<file path="config.mk">
export PLATFORM = sky130hd
export DESIGN_NAME = doorbell_cmd_engine
export DESIGN_NICKNAME = d
export VERILOG_FILES = /design/src/rtl/cce_pkg.sv /design/src/rtl/cce_cmd_fetch.sv /design/src/rtl/cce_evt_post.sv /design/src/rtl/cce_irq_latch.sv /design/src/rtl/doorbell_cmd_engine.sv
export SDC_FILE = /design/constraint.sdc
export NUM_CORES = 1
export LEC_CHECK = 0
export ABC_AREA = 0
export BUFFER_PORTS_ARGS = -buffer_cell sky130_fd_sc_hd__buf_2
export CORE_ASPECT_RATIO = 0.75
export CORE_MARGIN = 1
export CORE_UTILIZATION = 37
export DETAILED_ROUTE_END_ITERATION = 12
export PLACE_DENSITY = 0.69
export SYNTH_ARGS = -nofsm -noshare
export SYNTH_HDL_FRONTEND = slang
export SYNTH_SLANG_ARGS = --single-unit
</file>
<file path="constraint.sdc">
create_clock -name clk -period 1.25 [get_ports clk]
set_input_delay 0.375 -clock clk [delete_from_list [all_inputs] [get_ports clk]]
set_output_delay 0.375 -clock clk [all_outputs]
set_load 0.005 [all_outputs]
</file>
<file path="src/rtl/cce_pkg.sv">
package cce_pkg;

    typedef enum logic [1:0] {
        ST_IDLE,
        ST_FETCH,
        ST_WAIT,
        ST_POST
    } eng_state_e;

    localparam int CMD_W  = 8;
    localparam int TYPE_W = 6;
    localparam int CODE_W = 8;

    localparam logic [TYPE_W-1:0] OP_NOOP    = 6'd23;
    localparam logic [CODE_W-1:0] CC_OK      = 8'd1;
    localparam logic [CODE_W-1:0] CC_BADTYPE = 8'd5;

endpackage

</file>
<file path="src/rtl/cce_cmd_fetch.sv">
module cce_cmd_fetch
    import cce_pkg::*;
#(
    parameter int CMD_DEPTH = 8,
    parameter int CIDX_W    = $clog2(CMD_DEPTH)
) (
    input  logic                 clk,
    input  logic                 rst_n,
    input  logic                 ring_i,
    output logic                 cmd_rd_req_o,
    output logic [CIDX_W-1:0]    cmd_rd_addr_o,
    input  logic                 cmd_rd_valid_i,
    input  logic [CMD_W-1:0]     cmd_rd_data_i,
    output logic                 post_vld_o,
    output logic [CODE_W-1:0]    post_code_o,
    output logic [CIDX_W-1:0]    post_idx_o
);

    localparam logic [CIDX_W-1:0] LAST_IDX = CIDX_W'(CMD_DEPTH - 1);

    typedef struct packed {
        eng_state_e          state;
        logic [CIDX_W-1:0]   deq;
        logic                ccs;
        logic                pend;
        logic [CODE_W-1:0]   code;
    } fetch_t;

    fetch_t r_q, r_d;

    always_comb begin
        r_d          = r_q;
        cmd_rd_req_o = 1'b0;
        post_vld_o   = 1'b0;
        if (ring_i && (r_q.state != ST_IDLE)) begin
            r_d.pend = 1'b1;
        end
        case (r_q.state)
            ST_IDLE: begin
                if (ring_i) begin
                    r_d.state = ST_FETCH;
                end
            end
            ST_FETCH: begin
                cmd_rd_req_o = 1'b1;
                r_d.state    = ST_WAIT;
            end
            ST_WAIT: begin
                if (cmd_rd_valid_i) begin
                    if (cmd_rd_data_i[0] == r_q.ccs) begin
                        r_d.code  = (cmd_rd_data_i[TYPE_W:1] == OP_NOOP) ? CC_OK : CC_BADTYPE;
                        r_d.state = ST_POST;
                    end else if (r_q.pend || ring_i) begin
                        r_d.pend  = 1'b0;
                        r_d.state = ST_FETCH;
                    end else begin
                        r_d.state = ST_IDLE;
                    end
                end
            end
            ST_POST: begin
                post_vld_o = 1'b1;
                if (r_q.deq == LAST_IDX) begin
                    r_d.deq = '0;
                    r_d.ccs = ~r_q.ccs;
                end else begin
                    r_d.deq = r_q.deq + 1'b1;
                end
                r_d.state = ST_FETCH;
            end
            default: r_d.state = ST_IDLE;
        endcase
    end

    always_ff @(posedge clk) begin
        if (!rst_n) begin
            r_q.state <= ST_IDLE;
            r_q.deq   <= '0;
            r_q.ccs   <= 1'b1;
            r_q.pend  <= 1'b0;
            r_q.code  <= '0;
        end else begin
            r_q <= r_d;
        end
    end

    assign cmd_rd_addr_o = r_q.deq;
    assign post_idx_o    = r_q.deq;
    assign post_code_o   = r_q.code;

    AST_ONE_READ_OUTSTANDING: assert property (@(posedge clk) disable iff (!rst_n)
        cmd_rd_req_o |=> !cmd_rd_req_o);

    AST_IDLE_NEEDS_DOORBELL: assert property (@(posedge clk) disable iff (!rst_n)
        (r_q.state == ST_IDLE && !ring_i) |=> !cmd_rd_req_o);

    AST_POST_THEN_FETCH: assert property (@(posedge clk) disable iff (!rst_n)
        post_vld_o |=> (cmd_rd_req_o && cmd_rd_addr_o != $past(cmd_rd_addr_o)));

    AST_CODE_LEGAL: assert property (@(posedge clk) disable iff (!rst_n)
        post_vld_o |-> (post_code_o == CC_OK || post_code_o == CC_BADTYPE));

endmodule

</file>
<file path="src/rtl/cce_evt_post.sv">
module cce_evt_post
    import cce_pkg::*;
#(
    parameter int EVT_DEPTH = 4,
    parameter int CIDX_W    = 3,
    parameter int EIDX_W    = $clog2(EVT_DEPTH),
    parameter int EVT_W     = 1 + CODE_W + CIDX_W
) (
    input  logic                 clk,
    input  logic                 rst_n,
    input  logic                 post_vld_i,
    input  logic [CODE_W-1:0]    post_code_i,
    input  logic [CIDX_W-1:0]    post_idx_i,
    output logic                 evt_wr_en_o,
    output logic [EIDX_W-1:0]    evt_wr_addr_o,
    output logic [EVT_W-1:0]     evt_wr_data_o
);

    localparam logic [EIDX_W-1:0] LAST_SLOT = EIDX_W'(EVT_DEPTH - 1);

    typedef struct packed {
        logic [EIDX_W-1:0] enq;
        logic              pcs;
    } prod_t;

    prod_t r_q, r_d;

    always_comb begin
        r_d = r_q;
        if (post_vld_i) begin
            if (r_q.enq == LAST_SLOT) begin
                r_d.enq = '0;
                r_d.pcs = ~r_q.pcs;
            end else begin
                r_d.enq = r_q.enq + 1'b1;
            end
        end
    end

    always_ff @(posedge clk) begin
        if (!rst_n) begin
            r_q.enq <= '0;
            r_q.pcs <= 1'b1;
        end else begin
            r_q <= r_d;
        end
    end

    assign evt_wr_en_o   = post_vld_i;
    assign evt_wr_addr_o = r_q.enq;
    assign evt_wr_data_o = {post_idx_i, post_code_i, r_q.pcs};

    AST_EVT_SPACED: assert property (@(posedge clk) disable iff (!rst_n)
        evt_wr_en_o |=> !evt_wr_en_o);

    AST_SLOT_WRAP_FLIPS: assert property (@(posedge clk) disable iff (!rst_n)
        (evt_wr_en_o && evt_wr_addr_o == LAST_SLOT) |=> (evt_wr_addr_o == '0 && r_q.pcs != $past(r_q.pcs)));

    AST_SLOT_STEP: assert property (@(posedge clk) disable iff (!rst_n)
        (evt_wr_en_o && evt_wr_addr_o != LAST_SLOT) |=> (r_q.pcs == $past(r_q.pcs)));

endmodule

</file>
<file path="src/rtl/cce_irq_latch.sv">
module cce_irq_latch (
    input  logic clk,
    input  logic rst_n,
    input  logic set_i,
    input  logic clr_i,
    output logic irq_o
);

    typedef struct packed {
        logic pend;
    } irq_t;

    irq_t r_q, r_d;

    always_comb begin
        r_d = r_q;
        if (set_i) begin
            r_d.pend = 1'b1;
        end else if (clr_i) begin
            r_d.pend = 1'b0;
        end
    end

    always_ff @(posedge clk) begin
        if (!rst_n) begin
            r_q.pend <= 1'b0;
        end else begin
            r_q <= r_d;
        end
    end

    assign irq_o = r_q.pend;

    AST_IRQ_ON_EVENT: assert property (@(posedge clk) disable iff (!rst_n)
        set_i |=> irq_o);

    AST_IRQ_HOLDS: assert property (@(posedge clk) disable iff (!rst_n)
        (irq_o && !clr_i) |=> irq_o);

    AST_IRQ_DROPS: assert property (@(posedge clk) disable iff (!rst_n)
        (clr_i && !set_i) |=> !irq_o);

endmodule

</file>
<file path="src/rtl/doorbell_cmd_engine.sv">
module doorbell_cmd_engine
    import cce_pkg::*;
#(
    parameter int CMD_DEPTH = 8,
    parameter int EVT_DEPTH = 4,
    parameter int DB_IDX_W  = 4,
    parameter int CIDX_W    = $clog2(CMD_DEPTH),
    parameter int EIDX_W    = $clog2(EVT_DEPTH),
    parameter int EVT_W     = 1 + CODE_W + CIDX_W
) (
    input  logic                clk,
    input  logic                rst_n,
    input  logic                db_wr_en,
    input  logic [DB_IDX_W-1:0] db_wr_idx,
    output logic                cmd_rd_req,
    output logic [CIDX_W-1:0]   cmd_rd_addr,
    input  logic                cmd_rd_valid,
    input  logic [CMD_W-1:0]    cmd_rd_data,
    output logic                evt_wr_en,
    output logic [EIDX_W-1:0]   evt_wr_addr,
    output logic [EVT_W-1:0]    evt_wr_data,
    output logic                irq,
    input  logic                irq_clr
);

    logic                ring;
    logic                post_vld;
    logic [CODE_W-1:0]   post_code;
    logic [CIDX_W-1:0]   post_idx;

    assign ring = db_wr_en && (db_wr_idx == '0);

    cce_cmd_fetch #(
        .CMD_DEPTH (CMD_DEPTH),
        .CIDX_W    (CIDX_W)
    ) fetch_i (
        .clk            (clk),
        .rst_n          (rst_n),
        .ring_i         (ring),
        .cmd_rd_req_o   (cmd_rd_req),
        .cmd_rd_addr_o  (cmd_rd_addr),
        .cmd_rd_valid_i (cmd_rd_valid),
        .cmd_rd_data_i  (cmd_rd_data),
        .post_vld_o     (post_vld),
        .post_code_o    (post_code),
        .post_idx_o     (post_idx)
    );

    cce_evt_post #(
        .EVT_DEPTH (EVT_DEPTH),
        .CIDX_W    (CIDX_W),
        .EIDX_W    (EIDX_W),
        .EVT_W     (EVT_W)
    ) post_i (
        .clk           (clk),
        .rst_n         (rst_n),
        .post_vld_i    (post_vld),
        .post_code_i   (post_code),
        .post_idx_i    (post_idx),
        .evt_wr_en_o   (evt_wr_en),
        .evt_wr_addr_o (evt_wr_addr),
        .evt_wr_data_o (evt_wr_data)
    );

    cce_irq_latch irq_i (
        .clk   (clk),
        .rst_n (rst_n),
        .set_i (evt_wr_en),
        .clr_i (irq_clr),
        .irq_o (irq)
    );

    AST_EVENT_NEEDS_READ: assert property (@(posedge clk) disable iff (!rst_n)
        evt_wr_en |-> $past(cmd_rd_valid));

endmodule

</file>
* Word level (Yosys, flattened, before mapping)
Index checks and enable logic that the tools add are counted.
** Cells by class
- Add/sub/neg operators :: 2
- Equal/unequal tests :: 9
- Muxes and demuxes :: 18
- Bitwise gates (word level) :: 2
- Reductions and logical operators :: 11
** Operator list (count)
- two-way mux 9 bit :: 2
- two-way mux 1 bit :: 8
- two-way mux 2 bit :: 4
- two-way mux 8 bit :: 1
- one-hot mux 2 bit (4 select lines) :: 1
- == test 2 bit, second input constant :: 3
- == test 6 x 5 -> 1 bit, second input constant :: 1
- two-way mux 3 bit :: 2
- AND reduction 2 bit :: 3
- zero test 4 bit :: 1
- nonzero test 2 bit :: 2
- adder 3 x 1 -> 3 bit, second input constant :: 1
- == test 3 bit, second input constant :: 1
- AND reduction 3 bit :: 1
- adder 2 x 1 -> 2 bit, second input constant :: 1
- == test 2 x 1 -> 1 bit, second input constant :: 1
- logical AND 1 bit :: 2
- zero test 2 bit :: 1
- != test 2 x 1 -> 1 bit, second input constant :: 1
- != test 2 bit, second input constant :: 1
- inverter 1 bit :: 2
- == test 1 bit :: 1
- logical OR 1 bit :: 1
** Word-level totals
- Flip-flop bits (word level) :: 19
- Input bits :: 17
- Output and inout port bits :: 20

* Depth between registers and ports, before layout
Gate-level depths: netlist (run 1).
- Word-level depth :: 8
- Gate-level depth with buffers :: 6

* Hierarchy
A second synthesis (run 1) with hierarchy kept.
** Second synthesis, totals
- Cell total of the unflattened synthesis :: 95
- Area, all modules :: 869.6 µm²
** Modules (own cells, without submodules)
- cce_cmd_fetch :: instances 1, cells an instance 66, area an instance 586.8 µm², sequential area each 180.2 µm²
- cce_evt_post :: instances 1, cells an instance 24, area an instance 222.7 µm², sequential area each 60.1 µm²
- cce_irq_latch :: instances 1, cells an instance 3, area an instance 41.3 µm², sequential area each 20.0 µm²
- doorbell_cmd_engine :: instances 1, cells an instance 2, area an instance 18.8 µm², sequential area each 0.0 µm²

* Worst setup path after synthesis (run 1)
OpenSTA, ideal clock, no wires.
- Path type :: register -> register
- From :: register fetch_i.r_q[13] (netlist bit)
- To :: register fetch_i.r_q[13] (netlist bit)
- Setup time :: 0.116 ns
- Arrival time :: 1.091 ns
- Data required time :: 1.134 ns
- Path slack :: 0.043 ns
- Stages on the path, launching flop included :: 7
- Clock period less this slack :: 1.207 ns
- Cells stage by stage :: dfxtp_1 -> inv_1 -> ha_1 -> nand2_1 -> a2111oi_2 -> a21oi_1 -> o211a_1
** Between the ends
- Cells in the longest elaborated chain, start to end :: 3
- Elaborated cells between the ends (all ways) :: 8
** RTL lines
- start, declared :: line cce_cmd_fetch.sv:29 : fetch_t r_q, r_d;
- start signal, assigned :: line cce_cmd_fetch.sv:83 : r_q <= r_d;
- == test 2 bit or zero test 2 bit (tied branches) :: line cce_cmd_fetch.sv:38 : case (r_q.state)
- != test 2 bit (no line) or != test 2 x 1 -> 1 bit (tied branches)
- AND reduction 2 bit (no line)
Several ways; a longest one is shown, not always the timed one.
A chain may end at the register's enable or synchronous reset.

* Worst setup path in the final report (run 1)
- From :: register fetch_i.r_q[13] (netlist bit)
- To :: output port evt_wr_en
** Between the ends
- Cells in the longest elaborated chain, start to end :: 2
** RTL lines
- == test 2 bit :: line cce_cmd_fetch.sv:38
- two-way mux 1 bit :: line cce_cmd_fetch.sv:38
- end, declared :: line doorbell_cmd_engine.sv:19 : output logic evt_wr_en,
Every way passes these cells.

==> metrics.cfg, run 1 <==
[flow_run]
maxCapViolCount = 0

[synth]
ys_seq_elements = 13
syn_inst = 83
synth_cell_types = 26
yosys_most_used_dff = dfxtp_1
netlist_top_cells_count = 14 x buf_4, 13 x dfxtp_1, 7 x ha_1, 7 x nor2b_1, 5 x a21oi_1
yosysSeqAreaShare_pct = 33.7
yosysMostFrequentCell = buf_4
synth_top_cell_area_share_pct = 33.7
synth_area_leader_cell = dfxtp_1
syn-cell-area_um2 = 772
yosys_warnings = 0
syn_area_per_cell_um2 = 9.30
ys_top_cells_by_area = dfxtp_1 34%, buf_4 14%, ha_1 11%, nor2b_1 5.7%, mux2i_1 5.2%
async_reset_ff_share_pct = 0
synth-edff-count = 0

[power]
p_int_mw = 0.628
p_leak_nw = 0.502
power.density_nw_per_um2 = 840
clkPwrFrac_pct = 31.0
p_seq_share_pct = 50.0
irDropWorstVdd_uv = 725
pwr-share-comb_pct = 19.0
p_switching_mw = 0.230
swShare_pct = 26.8

[global_route]
use_met1_pct = 17.5
grt_usage_pct = 16.2
grt_pass1_vias = 626
grt_max_degree = 15
grt.busiest_layer = met2
grt_overflow = 0
grt_first_pass_wirelength_mm = 2.60
grt_use_met3_pct = 7.69
grtUsageMet2_pct = 27.2
grt_antenna_before_repair = 0

[placement]
dp_hpwl_mm = 1.01
gp_congestion = 0.728
dpl_cell_area_um2 = 880
post-place-ws_ps = -104
numPortBuffers = 29

[routing]
vias_per_cell = 4.90
drtIter0Drc = 5
wirelength_mm = 1.62
dr.pass1.iters = 3
post_drt_wl_per_cell_um = 12.0
vias = 661
drtAntennaViolNets = 0
route.detailed.drc = 0

[final_layout]
drive_above_1_share_pct = 49.6
nFillCells = 172
utilization_pct = 55.5
multiInputGateArea_um2 = 463
diodes = 0
seqCellArea_um2 = 265
fin_nets = 138
fin_area_um2 = 1020
syn2layout_area_growth_pct = 32.3

[clock_network]
worst_skew_pair.late_latency_ps = 280
clk_pin_slew_ps = 80
htreeDepth = 1
tritoncts = done
root_buffer = clkbuf_4
clockBufferDepth = 2
cts.sinks = 13
cts_made_buffers = 3

[floorplan]
row_count = 13
core_um2 = 1840
start_util_pct = 42.0
dieArea_um2 = 2280
dieWidth_um = 54.7
die_y_um = 41.6
num_io_pins = 37

[status]
status = finished with violations
violations = setup timing

[timing]
max_freq_mhz = 721
hold_viol_final = 0
drv_slew = 0
rsz0062_at_grt = yes
fin_ws_ps = -138
post-route-period-util_pct = 111
clock_skew_ps = 4.18
period_minus_slack_ps = 1390
setup_viol_count_final = 5

[setup_path]
r2r_cells = 6
crit_required_ps = 880
cpLargestDelayFamily = flip-flops
cp_common_cell = buf_6
slowest_stage = dfxtp_2
setup.worst_path.start_class = flip-flop
crit_type = flip-flop to primary output
endpoint_kind = primary output
crit_buf_inv = 2
arrival_ps = 1010
path_depth = 3
worstPathCellList = buf_6 > ha_4 > buf_6
critical-path-max-stage-delay_ps = 350
critPathMaxFanout = 3

[min_path]
hold_depth = 3
hp-class = input port to flip-flop

==> cells by family (layout without fill, tap and decap cells) <==
kind of cell	count (synthesis)	count (layout)	synth area share (%)
adders and majority gates	7	7	11.3
AOI/OAI and AO/OA	18	18	16.2
xor gates and xnor gates	1	1	1.13
other	1	6	0.486
muxes	4	4	5.19
buffers and inverters	20	45	16.7
DFF	13	13	33.7
and+or+nand+nor	19	19	15.2
==> state kept, by name (all words and copies together), names as in the netlist <==
register,cells
fetch_i.r_q,4
fetch_i.cmd_rd_addr_o,3
fetch_i.post_code_o,2
post_i.evt_wr_addr_o,2
irq_i.irq_o,1
post_i.evt_wr_data_o,1
==> cells in the final DEF (no fill, tap or decap), types with 2 or more instances in the layout <==
master | netlist | layout
o21ai_0 | 4 | 3
inv_1 | 4 | 2
nand2_1 | 2 | 2
conb_1 | 1 | 6
ha_4 | 0 | 3
buf_2 | 1 | 27
and3_2 | 2 | 2
dfxtp_1 | 13 | 11
nor2_1 | 3 | 2
mux2i_1 | 4 | 4
a21oi_1 | 5 | 4
o211a_1 | 2 | 2
nor2b_1 | 7 | 7
o21a_1 | 3 | 3
ha_1 | 7 | 3
clkbuf_4 | 0 | 3
buf_6 | 0 | 3
buf_4 | 14 | 7
==> power groups by stage <==
stage          clock network [mW]  logic [mW]  registers (mW)
5_1_grt                     0.302       0.176           0.430
3_3_place_gp                    0       0.105           0.435
3_5_place_dp                    0       0.107           0.435
4_1_cts                     0.275       0.133           0.428
2_1_floorplan                   0      0.0729           0.434
6_report                    0.266       0.163           0.429
==> per-stage QoR <==
step | hold slack, ps | TNS, ps | instances | total power, mW
finish | 394 | -448 | 135 | 0.858
global route | 402 | -882 | 135 | 0.908
CTS | 390 | -399 | 133 | 0.836
detailed placement | 453 | -368 | 127 | 0.542
global placement | 441 | -333 | 127 | 0.540
floorplan | 442 | 0 | 88 | 0.507
==> final cells by class <==
class	count	share of cell area, %
multi-input combinational	55	45.3
sequential	13	26.0
timing repair buffer	37	21.7
tap	22	2.70
clock buffer	4	2.57
inverter	4	1.72
==> path summary, 6_finish.rpt <==
check | start | to | slack (ps)
min | irq_clr | irq_i.irq_o | 390
min reg2reg | fetch_i.post_code_o[0] | fetch_i.post_code_o[0] | 460
max | fetch_i.r_q[13] | evt_wr_en | -140
max reg2reg | fetch_i.r_q[13] | fetch_i.r_q[13] | -100
==> worst reg2reg max path, cell delays in order, from the launching register on <==
cell and delay, ps:
dfxtp_2 350, inv_1 140, ha_4 170, nand2_1 70, a2111oi_2 220, a21oi_1 80, o211a_1 210
==> routing by layer <==
layer | part of all wire, % | vias to the layer above
li1 | - | 328
met1 | 42 | 313
met2 | 52 | 18
met3 | 4.9 | 2
met4 | 0.74 | 0
met5 | 0 | -
==> repair_timing <==
item / in CTS / in global routing
setup endpoints to repair: 10 / 11
hold endpoints to repair: 0 / 0
pin swaps: 5 / 3
resized for setup: 16 / 5
hold buffers: 0 / 0
buffers inserted: 2 / 2
(Power assumes the default switching activity.)
==> run 2, diff against run 1 <==
==> constraint.sdc (replaced) <==
create_clock -name clk -period 1.25 [get_ports clk]
set_input_delay 0.0625 -clock clk [delete_from_list [all_inputs] [get_ports clk]]
set_output_delay 0.0625 -clock clk [all_outputs]
set_load 0.005 [all_outputs]
==> metrics.cfg, run 2 (synthesized netlist as in run 1, its figures left out) <==
[status]
status = finished with violations
violations = setup timing

[timing]
setup_viol_count_final = 1  ; -4
drv_slew = 0  ; unchanged
clock_skew_ps = 0.307  ; -3.87 ps
max_freq_mhz = 758  ; +5.3%
rsz0062_at_grt = yes
fin_ws_ps = -68.4  ; +69.4 ps
hold_viol_final = 0  ; unchanged
post-route-period-util_pct = 105  ; -5.6 points
period_minus_slack_ps = 1320  ; -69.4 ps

[global_route]
grt_pass1_vias = 517  ; -17%
grt_usage_pct = 13.2  ; -3.0 points
grt_overflow = 0  ; unchanged
grt_max_degree = 15  ; unchanged
grt_first_pass_wirelength_mm = 2.11  ; -19%
grt_antenna_before_repair = 0  ; unchanged

[floorplan]
row_count = 13  ; unchanged
core_um2 = 1840  ; unchanged
num_io_pins = 37  ; unchanged
die_y_um = 41.6  ; unchanged
start_util_pct = 42.0  ; unchanged
dieWidth_um = 54.7  ; unchanged
dieArea_um2 = 2280  ; unchanged

[routing]
vias = 627  ; -5.1%
post_drt_wl_per_cell_um = 11.4  ; -5.2%
vias_per_cell = 4.79  ; -2.2%
route.detailed.drc = 0  ; unchanged
drtIter0Drc = 4  ; -1
dr.pass1.iters = 4  ; +1
drtAntennaViolNets = 0  ; unchanged
wirelength_mm = 1.49  ; -8.0%

[setup_path]
cpLargestDelayFamily = compound AO/OA/AOI/OAI gates
crit_required_ps = 1420  ; +540 ps
critPathMaxFanout = 3  ; unchanged
arrival_ps = 1490  ; +480 ps
setup.worst_path.start_class = flip-flop
slowest_stage = a2111oi_4
worstPathCellList = inv_2 > ha_4 > nand2_4 > a2111oi_4 > a21oi_2 > o211a_1
r2r_setup_slack_ps = -70  ; +30 ps
r2r-start = fetch_i.r_q[13]
critical-path-max-stage-delay_ps = 340  ; about the same
crit_buf_inv = 1  ; -1
r2r_cells = 6  ; unchanged
crit_type = flip-flop to flip-flop
r2r-end = fetch_i.r_q[13]
endpoint_kind = flip-flop

[final_layout]
diodes = 0  ; unchanged
largest_reg_flops = 4  ; unchanged
final_common_cell = buf_2
syn2layout_area_growth_pct = 24.1
fin_area_um2 = 958  ; -6.1%
most-common-layout-cells = 29 x buf_2, 11 x dfxtp_1, 7 x nor2b_1, 6 x conb_1, 5 x ha_1
largest-register = fetch_i.r_q
fin_nets = 134  ; -2.9%
nFillCells = 177  ; +2.9%
drive_above_1_share_pct = 44.0  ; -5.5 points

[min_path]
hold_depth = 2  ; -1
min_from = rst_n
hp-class = input port to flip-flop
holdPathEnd = post_i.evt_wr_data_o[0]

[clock_network]
root_buffer = clkbuf_4
cts_made_buffers = 3  ; unchanged
tritoncts = done
cts.sinks = 13  ; unchanged
worst_skew_pair.late_latency_ps = 280  ; about the same
clk_pin_slew_ps = 80  ; about the same
clockBufferDepth = 2  ; unchanged
cts_hold_buf = 0  ; unchanged
htreeDepth = 1  ; unchanged

[power]
irDropWorstVdd_uv = 917  ; +26%
p_total_mw = 0.808  ; -5.8%
p_leak_nw = 0.486  ; -3.3%
power.density_nw_per_um2 = 843  ; +0.33%

[placement]
dp_hpwl_um = 1000  ; -0.93%
gp_congestion = 0.746  ; +2.4%
numPortBuffers = 29  ; unchanged
dpl_cell_area_um2 = 872  ; -0.85%

[flow_run]
maxCapViolCount = 0  ; unchanged

## run 2: cell type report
| type | count | area (um2) | share of cell area [%] |
|---|---|---|---|
| sequential | 13 | 263 | 27.4 |
| timing repair buffer | 33 | 179 | 18.7 |
| inverter | 4 | 15.0 | 1.57 |
| clock buffer | 4 | 26.3 | 2.74 |
| multi-input combinational | 55 | 448 | 46.7 |
| tap | 22 | 27.5 | 2.87 |
## run 2: where the power goes
part	switching [mW]	total, mW	internal (mW)
sequential	0.00482	0.426	0.421
clock	0.135	0.258	0.124
combinational	0.0673	0.123	0.0559
total	0.207	0.808	0.601
## run 2: what timing repair did
item / in CTS / in global routing
endpoints found under the setup margin: 3 / 4
pin swaps: 1 / 4
buffers inserted: 1 / 0
gates resized for setup: 5 / 8
## run 2: stage by stage
stage	hold WS (ps)	worst slack [ps]	setup TNS [ps]	instances	util [%]
6_report	89.0	-68.4	-68.4	131	52.1
5_1_grt	73.9	-110	-158	131	52.1
4_1_cts	83.3	-12.6	-12.6	131	50.2
3_5_place_dp	378	-40.4	-40.4	126	47.4
3_3_place_gp	371	-10.1	-10.1	126	47.4
2_1_floorplan	191	42.8	0	88	-
## run 2: worst max-delay path by stage
stage                         start         endpoint  slack, ps  cells past startpoint
floorplan           fetch_i.r_q[13]  fetch_i.r_q[13]         40                      6
global placement    fetch_i.r_q[14]  fetch_i.r_q[13]        -10                      5
detailed placement  fetch_i.r_q[14]  fetch_i.r_q[13]        -40                      5
CTS                 fetch_i.r_q[13]  fetch_i.r_q[13]        -10                      6
global route        fetch_i.r_q[13]  fetch_i.r_q[13]       -110                      6
finish              fetch_i.r_q[13]  fetch_i.r_q[13]        -70                      6
## run 2: per-layer routing
| layer | track usage (%) | up-vias | routed length (um) |
|---|---|---|---|
| li1 | - | 322 | - |
| met1 | 15.0 | 278 | 646 |
| met4 | 4.62 | 0 | 33 |
| met2 | 20.0 | 21 | 710 |
| met3 | 7.69 | 6 | 104 |
| met5 | 0 | - | 0 |
